**config.mk**
```make
export PLATFORM = sky130hd
export DESIGN_NAME = prr_ctrl
export DESIGN_NICKNAME = d
export VERILOG_FILES = /design/src/rtl/prr_pkg.sv /design/src/rtl/prr_pred_table.sv /design/src/rtl/prr_best_track.sv /design/src/rtl/prr_ctrl.sv
export SDC_FILE = /design/constraint.sdc
export NUM_CORES = 1
export LEC_CHECK = 0
export CORE_MARGIN = 3
export CORE_UTILIZATION = 48
export DETAILED_ROUTE_END_ITERATION = 16
export GPL_TIMING_DRIVEN = 0
export PLACE_DENSITY = 0.62
export SLEW_MARGIN = 15
export SYNTH_ARGS = -nofsm -noshare
export SYNTH_HDL_FRONTEND = slang
export SYNTH_SLANG_ARGS = --single-unit
```
**constraint.sdc**
```tcl
create_clock -name clk -period 7.67 [get_ports clk]
set_input_delay 1.1505 -clock clk [delete_from_list [all_inputs] [get_ports clk]]
set_output_delay 1.1505 -clock clk [all_outputs]
set_load 0.005 [all_outputs]
```
**src/rtl/prr_pkg.sv**
```systemverilog
package prr_pkg;
    typedef enum logic [1:0] {
        ST_IDLE  = 2'd0,
        ST_HWAIT = 2'd1,
        ST_SWAIT = 2'd2
    } prr_state_e;
endpackage

```
**src/rtl/prr_pred_table.sv**
```systemverilog
module prr_pred_table #(
    parameter int NUM = 16,
    parameter int W   = 8,
    parameter int INIT = 128,
    localparam int AW = $clog2(NUM)
) (
    input  logic          clk,
    input  logic          rst_n,
    input  logic [AW-1:0] rd_addr,
    output logic [W-1:0]  rd_data,
    input  logic          wr_en,
    input  logic [AW-1:0] wr_addr,
    input  logic [W-1:0]  wr_data
);
    logic [W-1:0] ent_q [NUM];

    for (genvar i = 0; i < NUM; i++) begin : g_ent
        logic [W-1:0] ent_d;
        always_comb begin
            ent_d = ent_q[i];
            if (wr_en && (wr_addr == AW'(i))) ent_d = wr_data;
        end
        always_ff @(posedge clk) begin
            if (!rst_n) ent_q[i] <= W'(INIT);
            else        ent_q[i] <= ent_d;
        end
    end

    assign rd_data = ent_q[rd_addr];
endmodule

```
**src/rtl/prr_best_track.sv**
```systemverilog
module prr_best_track #(
    parameter int VREF_W = 8,
    parameter int ERR_W  = 10
) (
    input  logic              clk,
    input  logic              rst_n,
    input  logic              smp,
    input  logic              first,
    input  logic [VREF_W-1:0] code,
    input  logic [ERR_W-1:0]  errs,
    output logic [VREF_W-1:0] nxt_code
);
    typedef struct packed {
        logic [VREF_W-1:0] code;
        logic [ERR_W-1:0]  errs;
    } best_t;

    best_t q, d;

    always_comb begin
        d = q;
        // strict less-than: an equal count keeps the earlier, higher code
        if (smp && (first || (errs < q.errs))) begin
            d.code = code;
            d.errs = errs;
        end
        nxt_code = d.code;
    end

    always_ff @(posedge clk) begin
        if (!rst_n) q <= '0;
        else        q <= d;
    end

    a_r8_tie_keeps_higher: assert property (@(posedge clk) disable iff (!rst_n)
        (smp && !first && errs >= q.errs) |=> $stable(q.code));

    a_r7_best_never_worse: assert property (@(posedge clk) disable iff (!rst_n)
        (smp && !first) |=> (q.errs <= $past(q.errs)));
endmodule

```
**src/rtl/prr_ctrl.sv**
```systemverilog
module prr_ctrl
    import prr_pkg::*;
#(
    parameter int NUM_BLOCKS  = 16,
    parameter int PAGE_W      = 8,
    parameter int VREF_W      = 8,
    parameter int ERR_W       = 10,
    parameter int RETRY_LIMIT = 8,
    parameter int SWEEP_STEPS = 8,
    parameter int VREF_INIT   = 128,
    parameter int VREF_MIN    = 8,
    localparam int BLK_W = $clog2(NUM_BLOCKS),
    localparam int RTY_W = $clog2(RETRY_LIMIT + 1)
) (
    input  logic              clk,
    input  logic              rst_n,
    input  logic              rd_req,
    input  logic [BLK_W-1:0]  rd_block,
    input  logic [PAGE_W-1:0] rd_page,
    input  logic              refresh_tick,
    input  logic              ecc_valid,
    input  logic              ecc_pass,
    input  logic [ERR_W-1:0]  ecc_errs,
    output logic              fl_cmd_valid,
    output logic [BLK_W-1:0]  fl_cmd_block,
    output logic [PAGE_W-1:0] fl_cmd_page,
    output logic [VREF_W-1:0] fl_cmd_vref,
    output logic              fl_cmd_bg,
    output logic              rd_done,
    output logic              rd_ok,
    output logic [RTY_W-1:0]  rd_retries,
    output logic [VREF_W-1:0] rd_vref
);
    localparam int CNT_W = $clog2(SWEEP_STEPS + 1);
    localparam logic [VREF_W-1:0] MIN_C   = VREF_W'(VREF_MIN);
    localparam logic [RTY_W-1:0]  LIMIT_C = RTY_W'(RETRY_LIMIT);
    localparam logic [CNT_W-1:0]  LAST_C  = CNT_W'(SWEEP_STEPS - 1);
    localparam logic [BLK_W-1:0]  BLK_LAST = BLK_W'(NUM_BLOCKS - 1);

    typedef struct packed {
        prr_state_e        st;
        logic [BLK_W-1:0]  h_blk;
        logic [PAGE_W-1:0] h_page;
        logic [VREF_W-1:0] h_vref;
        logic [RTY_W-1:0]  h_retry;
        logic              sw_on;
        logic              sw_started;
        logic [BLK_W-1:0]  sw_blk;
        logic [VREF_W-1:0] sw_code;
        logic [VREF_W-1:0] sw_start;
        logic [CNT_W-1:0]  sw_cnt;
        logic              cmd_valid;
        logic [BLK_W-1:0]  cmd_blk;
        logic [PAGE_W-1:0] cmd_page;
        logic [VREF_W-1:0] cmd_vref;
        logic              cmd_bg;
        logic              done;
        logic              ok;
        logic [RTY_W-1:0]  retries;
        logic [VREF_W-1:0] done_vref;
    } ctl_t;

    ctl_t q, d;

    logic [BLK_W-1:0]  tbl_addr;
    logic [VREF_W-1:0] tbl_rd;
    logic              tbl_we;
    logic [VREF_W-1:0] trk_nxt;
    logic              trk_smp;
    logic              trk_first;
    logic              sw_last;
    logic              blk_end;
    logic [VREF_W-1:0] sw_use;

    prr_pred_table #(
        .NUM  (NUM_BLOCKS),
        .W    (VREF_W),
        .INIT (VREF_INIT)
    ) u_table (
        .clk     (clk),
        .rst_n   (rst_n),
        .rd_addr (tbl_addr),
        .rd_data (tbl_rd),
        .wr_en   (tbl_we),
        .wr_addr (q.sw_blk),
        .wr_data (trk_nxt)
    );

    prr_best_track #(
        .VREF_W (VREF_W),
        .ERR_W  (ERR_W)
    ) u_best (
        .clk      (clk),
        .rst_n    (rst_n),
        .smp      (trk_smp),
        .first    (trk_first),
        .code     (q.sw_code),
        .errs     (ecc_errs),
        .nxt_code (trk_nxt)
    );

    always_comb begin
        d           = q;
        d.cmd_valid = 1'b0;
        d.done      = 1'b0;
        tbl_addr    = q.sw_blk;
        tbl_we      = 1'b0;
        trk_smp     = 1'b0;
        trk_first   = (q.sw_cnt == '0);
        sw_last     = (q.sw_blk == BLK_LAST);
        blk_end     = (q.sw_cnt == LAST_C) || (q.sw_code == MIN_C);
        sw_use      = q.sw_started ? q.sw_code : tbl_rd;

        if (refresh_tick && !q.sw_on) begin
            d.sw_on      = 1'b1;
            d.sw_blk     = '0;
            d.sw_started = 1'b0;
        end

        unique case (q.st)
            ST_IDLE: begin
                if (rd_req) begin
                    tbl_addr = rd_block;
                    if (q.sw_on && q.sw_started) begin
                        d.sw_started = 1'b0;
                        if (sw_last) d.sw_on  = 1'b0;
                        else         d.sw_blk = q.sw_blk + 1'b1;
                    end
                    d.h_blk     = rd_block;
                    d.h_page    = rd_page;
                    d.h_vref    = tbl_rd;
                    d.h_retry   = '0;
                    d.cmd_valid = 1'b1;
                    d.cmd_blk   = rd_block;
                    d.cmd_page  = rd_page;
                    d.cmd_vref  = tbl_rd;
                    d.cmd_bg    = 1'b0;
                    d.st        = ST_HWAIT;
                end else if (q.sw_on) begin
                    if (!q.sw_started) begin
                        d.sw_start   = tbl_rd;
                        d.sw_cnt     = '0;
                        d.sw_started = 1'b1;
                    end
                    d.sw_code   = sw_use;
                    d.cmd_valid = 1'b1;
                    d.cmd_blk   = q.sw_blk;
                    d.cmd_page  = '0;
                    d.cmd_vref  = sw_use;
                    d.cmd_bg    = 1'b1;
                    d.st        = ST_SWAIT;
                end
            end
            ST_HWAIT: begin
                if (ecc_valid) begin
                    if (ecc_pass || (q.h_retry == LIMIT_C) || (q.h_vref == MIN_C)) begin
                        d.done      = 1'b1;
                        d.ok        = ecc_pass;
                        d.retries   = q.h_retry;
                        d.done_vref = q.h_vref;
                        d.st        = ST_IDLE;
                    end else begin
                        d.h_vref    = q.h_vref - 1'b1;
                        d.h_retry   = q.h_retry + 1'b1;
                        d.cmd_valid = 1'b1;
                        d.cmd_blk   = q.h_blk;
                        d.cmd_page  = q.h_page;
                        d.cmd_vref  = q.h_vref - 1'b1;
                        d.cmd_bg    = 1'b0;
                    end
                end
            end
            ST_SWAIT: begin
                if (ecc_valid) begin
                    trk_smp = 1'b1;
                    if (blk_end) begin
                        tbl_we       = 1'b1;
                        d.sw_started = 1'b0;
                        if (sw_last) d.sw_on  = 1'b0;
                        else         d.sw_blk = q.sw_blk + 1'b1;
                    end else begin
                        d.sw_code = q.sw_code - 1'b1;
                        d.sw_cnt  = q.sw_cnt + 1'b1;
                    end
                    d.st = ST_IDLE;
                end
            end
            default: d.st = ST_IDLE;
        endcase
    end

    always_ff @(posedge clk) begin
        if (!rst_n) q <= '0;
        else        q <= d;
    end

    assign fl_cmd_valid = q.cmd_valid;
    assign fl_cmd_block = q.cmd_blk;
    assign fl_cmd_page  = q.cmd_page;
    assign fl_cmd_vref  = q.cmd_vref;
    assign fl_cmd_bg    = q.cmd_bg;
    assign rd_done      = q.done;
    assign rd_ok        = q.ok;
    assign rd_retries   = q.retries;
    assign rd_vref      = q.done_vref;

    a_r10_one_outstanding: assert property (@(posedge clk) disable iff (!rst_n)
        fl_cmd_valid |=> !fl_cmd_valid);

    a_r5_floor: assert property (@(posedge clk) disable iff (!rst_n)
        fl_cmd_valid |-> (fl_cmd_vref >= MIN_C));

    a_r7_no_climb: assert property (@(posedge clk) disable iff (!rst_n)
        (fl_cmd_valid && fl_cmd_bg) |-> (fl_cmd_vref <= q.sw_start));

    a_r7_write_in_window: assert property (@(posedge clk) disable iff (!rst_n)
        tbl_we |-> ((trk_nxt <= q.sw_start) && (trk_nxt >= MIN_C)));

    a_r4_retry_cap: assert property (@(posedge clk) disable iff (!rst_n)
        rd_done |-> (rd_retries <= LIMIT_C));

    a_r3_ok_needs_pass: assert property (@(posedge clk) disable iff (!rst_n)
        (rd_done && rd_ok) |-> $past(ecc_valid && ecc_pass));
endmodule

```
==> summary.md, run 1 <==
| Metric | Value |
|---|---|
| DP HPWL | 23.0 mm |
| 1st-pass router iterations | 5 |
| Chip Height | roughly 160 um |
| Crit. End Element | flop |
| Core Rows | 54 |
| N_diodes | 0 |
| Max frequency | about 230 MHz |
| Hold bufs inserted after CTS | 0 |
| Placer congestion estimate | ~0.94 |
| Compound-Gate Fraction of Synth Area | a little over an eighth |
| R2R setup slack | 3.83 ns |
| Crit path arrival time | ~4.6 ns |
| Synth Area in XOR/XNOR | less than 1% |
| Share of cells above drive strength 1 | under 10% |
| # setup viols final | 0 |
| Die ar. | between 20,000 and 25,000 um2 |
| Main combinational cell family by area after synthesis | simple AND/OR/NAND/NOR gates |
| Largest fanout on the critical path | 10 |
| Initial drt markers | around 1,000 |
| Via count | between 8k and 9k |
| Slew headroom | roughly a third |
| R2r startpoint | q[87] |
| Final Max Slew Viols | 0 |
| Setup TNS | 0 ns |
| CP startpoint kind | input port |
| Core area | 22,100 um2 |
| Starting density of the core | 49.5% |
| Largest net degree at the start of global routing | 14 |
| Peak VDD IR | approximately 0.00014 V |
| Clock Skew | roughly 0.022 ns |
| Worst-skew pair later-pin latency | about 0.54 ns |
| Die X | approximately 160 um |
| Status | completed |
| Port Buffers | 60 |
| Register area share after synthesis | between 50% and 60% |
| Via density | roughly 5.9 |
| Hold endpoint | q[81] |
| Initial antenna violation count | 0 |
| Total nets after synthesis | 1,179 |
| Clock sinks | around 230 |
| Slew @ Worst Pin | approximately 1 ns |
| Period utilization | a little under three fifths |
| Number of synthesized flops with an enable pin | 128 |
| Reg2Reg Depth | 9 |
| Adder-Cell Fraction of Synth Area | 2.29% |
| I/O Pins | 64 |
| Synth Register Bits | 226 |
| Area growth syn-to-layout | 15.9% |
| WHS Path Cells | 2 |
| Post-DRT Antenna Nets | 0 |
| Post_cts resized | 0 |
| Worst EP required | slightly below 8 ns |
| Vias in the first global route | around 8.4k |
| CTS Buf Count | 25 |
| Leak Pwr | around 4.5 nW |
| WL final | between 30 and 40 mm |
| Cell area power density | roughly 230 nW/um2 |
| Hold Crit Class | reg2reg |
| Wire per inst | 21.4 um |
| Post-layout net count | 1,266 |
| Clock slew seen by the registers of the worst setup and hold paths | roughly 0.060 ns |
| Fraction of registers with async set/reset | 0% |
| Syn Inst Count | between 1k and 1.5k |
| GRT Residual Overflow | 0 |
| Total Routing Usage GR | a little over a quarter |
| CTS H-tree lvls | 1 |
| Endpoint of the lowest-slack register-to-register path | u_table.ent_q[15][5] |
| Max Cap Viol | 0 |
| TritonCTS clock tree | built |
| First-pass GRT wire length | 49.1 mm |
| Hold Violations, Final | 0 |
| Synth warn | 0 |
| Fill count | roughly 2k |
| Mean post-synth cell area | between 9 and 10 um2 |
| Post-synthesis mux area share | under 10% |
| Synth Flop Type | edfxtp_1 |
| Synth Area in Simple Gates | 18.5% |
| Hold path start | q[81] |
| RSZ-0062 raised after global routing | no |
| Synth unique cells | 70 |
| Clk buf depth | 3 |
| Root Buffer | clkbuf_16 |
| DR DRC count | 0 |
| Post-Syn Area | 10,900 um2 |
| Worst setup path class | in2reg |
| Post-CTS setup buffers | 0 |
| Min Tclk post-route | between 4 and 5 ns |
| Post-layout util | a little under three fifths |
worst max-delay path by stage:
| stage | start | endpoint | slack, ns | cells after the start |
|---|---|---|---|---|
| 6_report | ecc_errs[9] | u_table.ent_q[15][5] | 3.37 | 9 |
| 4_1_cts | ecc_errs[9] | u_table.ent_q[14][5] | 3.32 | 9 |
| 3_5_place_dp | ecc_errs[9] | u_table.ent_q[15][5] | 2.81 | 9 |
| 5_1_grt | ecc_errs[9] | u_table.ent_q[15][5] | 3.16 | 9 |
| 3_3_place_gp | ecc_errs[9] | u_table.ent_q[15][5] | 2.79 | 9 |
| 2_1_floorplan | ecc_errs[9] | u_table.ent_q[12][7] | 4.28 | 8 |
metal layers:
metal  vias to the layer above  share of wire (%)  wire [um]  global-route usage [%]
li1                       4145                  -          -                       -
met1                      4354                 43      14100                    39.0
met2                       430                 45      14500                    39.8
met3                        57                9.4       3060                    4.10
met4                         0                2.5        827                    7.04
met5                         -                  0          0                       0
cell usage in the layout (no fill, tap or decap), drive strengths merged, types with 10 or more instances in the layout:
cell type	Yosys	layout
inv	28	29
clkbuf	46	82
and3	20	20
ha	20	20
edfxtp	128	128
a31oi	14	14
nand2	149	149
clkdlybuf4s50	0	60
o21ai	44	44
a21oi	70	70
mux2i	54	54
dfxtp	98	98
nor2	216	216
buf	56	56
a222oi	12	12
nand2b	10	10
nand3	32	32
layout make-up:
type	instances	area, um2	share of cell area, %
Inverter	28	105	0.830
Timing Repair Buffer	60	601	4.74
Clock inverter	10	72.6	0.573
Clock buffer	36	717	5.66
Multi-Input combinational cell	775	4430	34.9
Sequential cell	226	5810	45.8
Buffer	102	593	4.68
Tap cell	280	350	2.77
state kept, by name (all words and copies together) (netlist names):
name	count
rd_vref	8
u_table.ent_q	128
fl_cmd_vref	8
rd_done	1
fl_cmd_block	4
u_best.q	18
q	44
rd_ok	1
fl_cmd_bg	1
fl_cmd_page	8
rd_retries	4
fl_cmd_valid	1
power breakdown:
part           leakage [nW]  switching (W)  internal (W)
sequential             2.03      0.0000293       0.00133
combinational          2.07       0.000232      0.000150
clock                 0.389       0.000490      0.000680
kinds of logic after synthesis:
family                   Yosys count
AO/OA/AOI/OAI                    215
XOR/XNOR                           8
adder cells (fa/ha/maj)           20
buffers and inverters            130
flip-flops                       226
multiplexers                      61
AND/OR/NAND/NOR                  471
Yosys cell counts, types with 7 or more instances:
library cell | count | area share [%]
a21o_1 | 7 | 0.48
nor3_1 | 9 | 0.41
a222oi_1 | 12 | 1.1
nand2_1 | 148 | 5.1
ha_1 | 20 | 2.3
a21oi_1 | 69 | 3.2
buf_6 | 8 | 0.82
and3_1 | 20 | 1.1
mux2i_1 | 52 | 4.8
edfxtp_1 | 128 | 35
buf_2 | 9 | 0.41
a31oi_1 | 14 | 0.80
nand2b_1 | 10 | 0.57
nor2b_1 | 9 | 0.52
nand3_1 | 32 | 1.5
buf_4 | 37 | 2.5
inv_1 | 28 | 0.96
dfxtp_1 | 98 | 18
o21ai_0 | 44 | 2.0
nor2_1 | 216 | 7.4
clkbuf_1 | 46 | 1.6
critical path: stages:
cell	delay (ns)
clkdlybuf4s50_1	0.44
ha_1	0.31
a2111oi_0	0.37
o21ai_0	0.14
o22ai_1	0.19
buf_2	0.35
mux2i_1	0.76
clkbuf_1	0.71
nor2_1	0.11
stage by stage:
stage	hold WS (ns)	worst slack (ns)	cells	instance area [um2]	power, W
after floorplan	0.432	4.28	1131	10900	0.00161
after global placement	0.443	2.79	1471	11900	0.00176
after detailed placement	0.448	2.81	1471	11900	0.00176
after CTS	0.458	3.32	1517	12700	0.00291
after global routing	0.484	3.16	1517	12700	0.00300
final	0.457	3.37	1517	12700	0.00291
No activity file was read; power rests on OpenSTA's default activity.
==> run 2, diff against run 1 <==
--- a/config.mk
+++ b/config.mk
@@ -9,7 +9,7 @@
 export CORE_UTILIZATION = 48
 export DETAILED_ROUTE_END_ITERATION = 16
 export GPL_TIMING_DRIVEN = 0
-export PLACE_DENSITY = 0.62
+export PLACE_DENSITY = 0.65
 export SLEW_MARGIN = 15
 export SYNTH_ARGS = -nofsm -noshare
 export SYNTH_HDL_FRONTEND = slang
==> constraint.sdc (replaced) <==
create_clock -name clk -period 3.6 [get_ports clk]
set_input_delay 0.54 -clock clk [delete_from_list [all_inputs] [get_ports clk]]
set_output_delay 0.54 -clock clk [all_outputs]
set_load 0.005 [all_outputs]
==> summary.md, run 2 (same netlist as run 1, synthesis figures left out) <==
| Metric | Value |
|---|---|
| Status | completed |
| Crit path arrival time | 3.68 ns (-0.87 ns) |
| Min Tclk post-route | between 3 and 4 ns |
| Worst EP required | 3.76 ns (-4.15 ns) |
| Max reg flops | 128 (unchanged) |
| Cell area power density | 493 nW/um2 (+110%) |
| Clk network pwr share | 41.1% (+1.0 points) |
| I/O Pins | 64 (unchanged) |
| Core Rows | 54 (unchanged) |
| Via count | 9,030 (+0.49%) |
| First-pass GRT wire length | 49.1 mm (about the same) |
| Clk buf depth | 3 (unchanged) |
| Hold Violations, Final | 0 (unchanged) |
| Wire per inst | 21.4 um (-0.13%) |
| Area of the multi-input gates | 4480 um2 (+1.2%) |
| Share of cells above drive strength 1 | 10.2% (+1.4 points) |
| Final Max Slew Viols | 0 (unchanged) |
| Core area | 22,100 um2 (unchanged) |
| Initial drt markers | 1,003 (+1.6%) |
| Clock sinks | 226 (unchanged) |
| Largest fanout on the critical path | 10 (unchanged) |
| GRT Residual Overflow | 0 (unchanged) |
| Highest-delay cell along the critical path | o21ai_1 |
| FF/Latch Area | 5810 um2 (unchanged) |
| Port Buffers | 60 (unchanged) |
| Max frequency | 284 MHz |
| Post-layout net count | 1,268 (+0.16%) |
| Final worst slack | 0.0727 ns (-3.29 ns) |
| Fill count | 1,918 (-4.4%) |
| CP startpoint kind | flop |
| Leak Pwr | 4.54 nW (+1.0%) |
| Place WS | -0.734 ns (-3.54 ns) |
| Switching pwr | 0.00161 W (+110%) |
| Int Power | 0.00470 W (+120%) |
| Met3 usage | 5.75% (+1.6 points) |
| Clock Skew | 0.0195 ns (-0.00252 ns) |
| Post-route insts no fill | 1,520 (+0.20%) |
| Chip Height | 157 um (unchanged) |
| Hold Crit Class | in2reg |
| Sw frac | 25.5% (-0.26 points) |
| Clock slew seen by the registers of the worst setup and hold paths | 0.06 ns (about the same) |
| WL final | 32.5 mm (about the same) |
| CTS Buf Count | 26 (+4.0%) |
| Area growth syn-to-layout | 17.0% |
| Root Buffer | clkbuf_16 |
| R2r startpoint | q[52] |
| Max Cap Viol | 0 (unchanged) |
| # setup viols final | 0 (unchanged) |
| Grt met2 use | 39.2% (-0.63 points) |
| Hold Slack | 0.349 ns (-0.109 ns) |
| Hold path start | rd_req |
| DP HPWL | 22.7 mm (-1.3%) |
| Hold bufs inserted after CTS | 0 (unchanged) |
| Crit path launch | q[52] |
| Slew @ Worst Pin | 0.936 ns (-0.0599 ns) |
| Crit path max-delay family | compound AO/OA/AOI/OAI gates |
| DP Area | 11,900 um2 (about the same) |
| Worst-path cell chain | or4b_1, o31ai_2, nor2b_1, buf_4, clkbuf_1, nand2_1, o21ai_1 |
| Most used routing layer | met2 |
| Starting density of the core | 49.5% (unchanged) |
| Worst setup path class | reg2reg |
| Total Routing Usage GR | 26.1% (-0.026 points) |
| Peak VDD IR | 0.000330 V (+130%) |
| 1st-pass router iterations | 6 (+1) |
| Placed cells | 1,472 (+0.068%) |
| Crit. End Element | flop |
| Placer congestion estimate | 0.934 (-0.19%) |
| Die ar. | 24,600 um2 (unchanged) |
| Vias in the first global route | 8,463 (+0.71%) |
| Reg power frac | 46.0% (-0.8 points) |
| Worst Path Buf+Inv | 2 (-1) |
| Initial antenna violation count | 0 (unchanged) |
| Commonest non-fill, non-tap cell in the layout | nor2_1 |
| Worst-skew pair later-pin latency | 0.54 ns (about the same) |
| Share of power burned in combinational logic | 12.8% (-0.3 points) |
| Die X | 157 um (unchanged) |
| Biggest register | u_table.ent_q |
| Top flop regs | u_table.ent_q x128, q x44, u_best.q x18 |
| TritonCTS clock tree | built |
| Final instance area | 12,800 um2 (+0.90%) |
| Post-CTS setup buffers | 0 (unchanged) |
| DR DRC count | 0 (unchanged) |
| Commonest non-fill, non-tap cells in the layout | nor2_1, nand2_1, edfxtp_1 |
| Largest net degree at the start of global routing | 14 (unchanged) |
| Period utilization | 98.0% |
| Post-DRT Antenna Nets | 0 (unchanged) |
| M1 GR Usage | 38.3% (-0.79 points) |
| RSZ-0062 raised after global routing | yes |
| CTS H-tree lvls | 1 (unchanged) |
| CP peak stage delay | 0.78 ns (+0.02 ns) |
| N_diodes | 0 (unchanged) |
| Via density | 5.94 (+0.29%) |
| Slew headroom | 37.2% (+4.0 points) |
[run 2: cell type report]
| cell class | instances | share of cell area (%) |
|---|---|---|
| Inverter | 28 | 0.822 |
| Multi-Input combinational cell | 775 | 35.0 |
| Buffer | 102 | 4.72 |
| Clock inverter | 12 | 0.871 |
| Clock buffer | 36 | 5.63 |
| Timing Repair Buffer | 61 | 4.76 |
| Sequential cell | 226 | 45.4 |
| Tap cell | 280 | 2.74 |
[run 2: power groups by stage]
stage,clock [W],sequential (W),combinational (W)
2_1_floorplan,0,0.00293,0.000503
3_3_place_gp,0,0.00295,0.000785
3_5_place_dp,0,0.00296,0.000789
4_1_cts,0.00261,0.00290,0.000795
5_1_grt,0.00273,0.00291,0.000869
6_report,0.00259,0.00290,0.000810
[run 2: what timing repair did]
action | in CTS | in global routing
endpoints found under the setup margin | 116 | 84
endpoints found under the hold margin | 0 | 0
pin swaps | 0 | 0
resized for setup | 15 | 12
[run 2: routing by layer]
layer / wire length (um) / up-vias
met5: 0 / -
met4: 768 / 0
met3: 3540 / 56
met2: 14300 / 462
met1: 13800 / 4358
li1: - / 4154
[run 2: worst min-delay path, cell delays in order]
cell and delay, ns:
buf_4 0.15, nand3_1 0.08, a21oi_1 0.06
[run 2: final timing paths]
kind	endpoint	slack [ns]	cells after the start
worst min register to register	q[76]	0.46	2
worst max register to register	u_table.ent_q[9][1]	0.07	7
worst min-delay path	q[70]	0.35	3
worst max-delay path	u_table.ent_q[9][1]	0.07	7
[run 2: stage by stage]
step	setup TNS (ns)	power, W	util (%)
global placement	-48.53	0.00374	53.8
floorplan	0	0.00344	-
global route	-1.29	0.00652	57.9
detailed placement	-43.69	0.00374	53.8
finish	0	0.00631	57.9
CTS	-1.72	0.00631	57.7
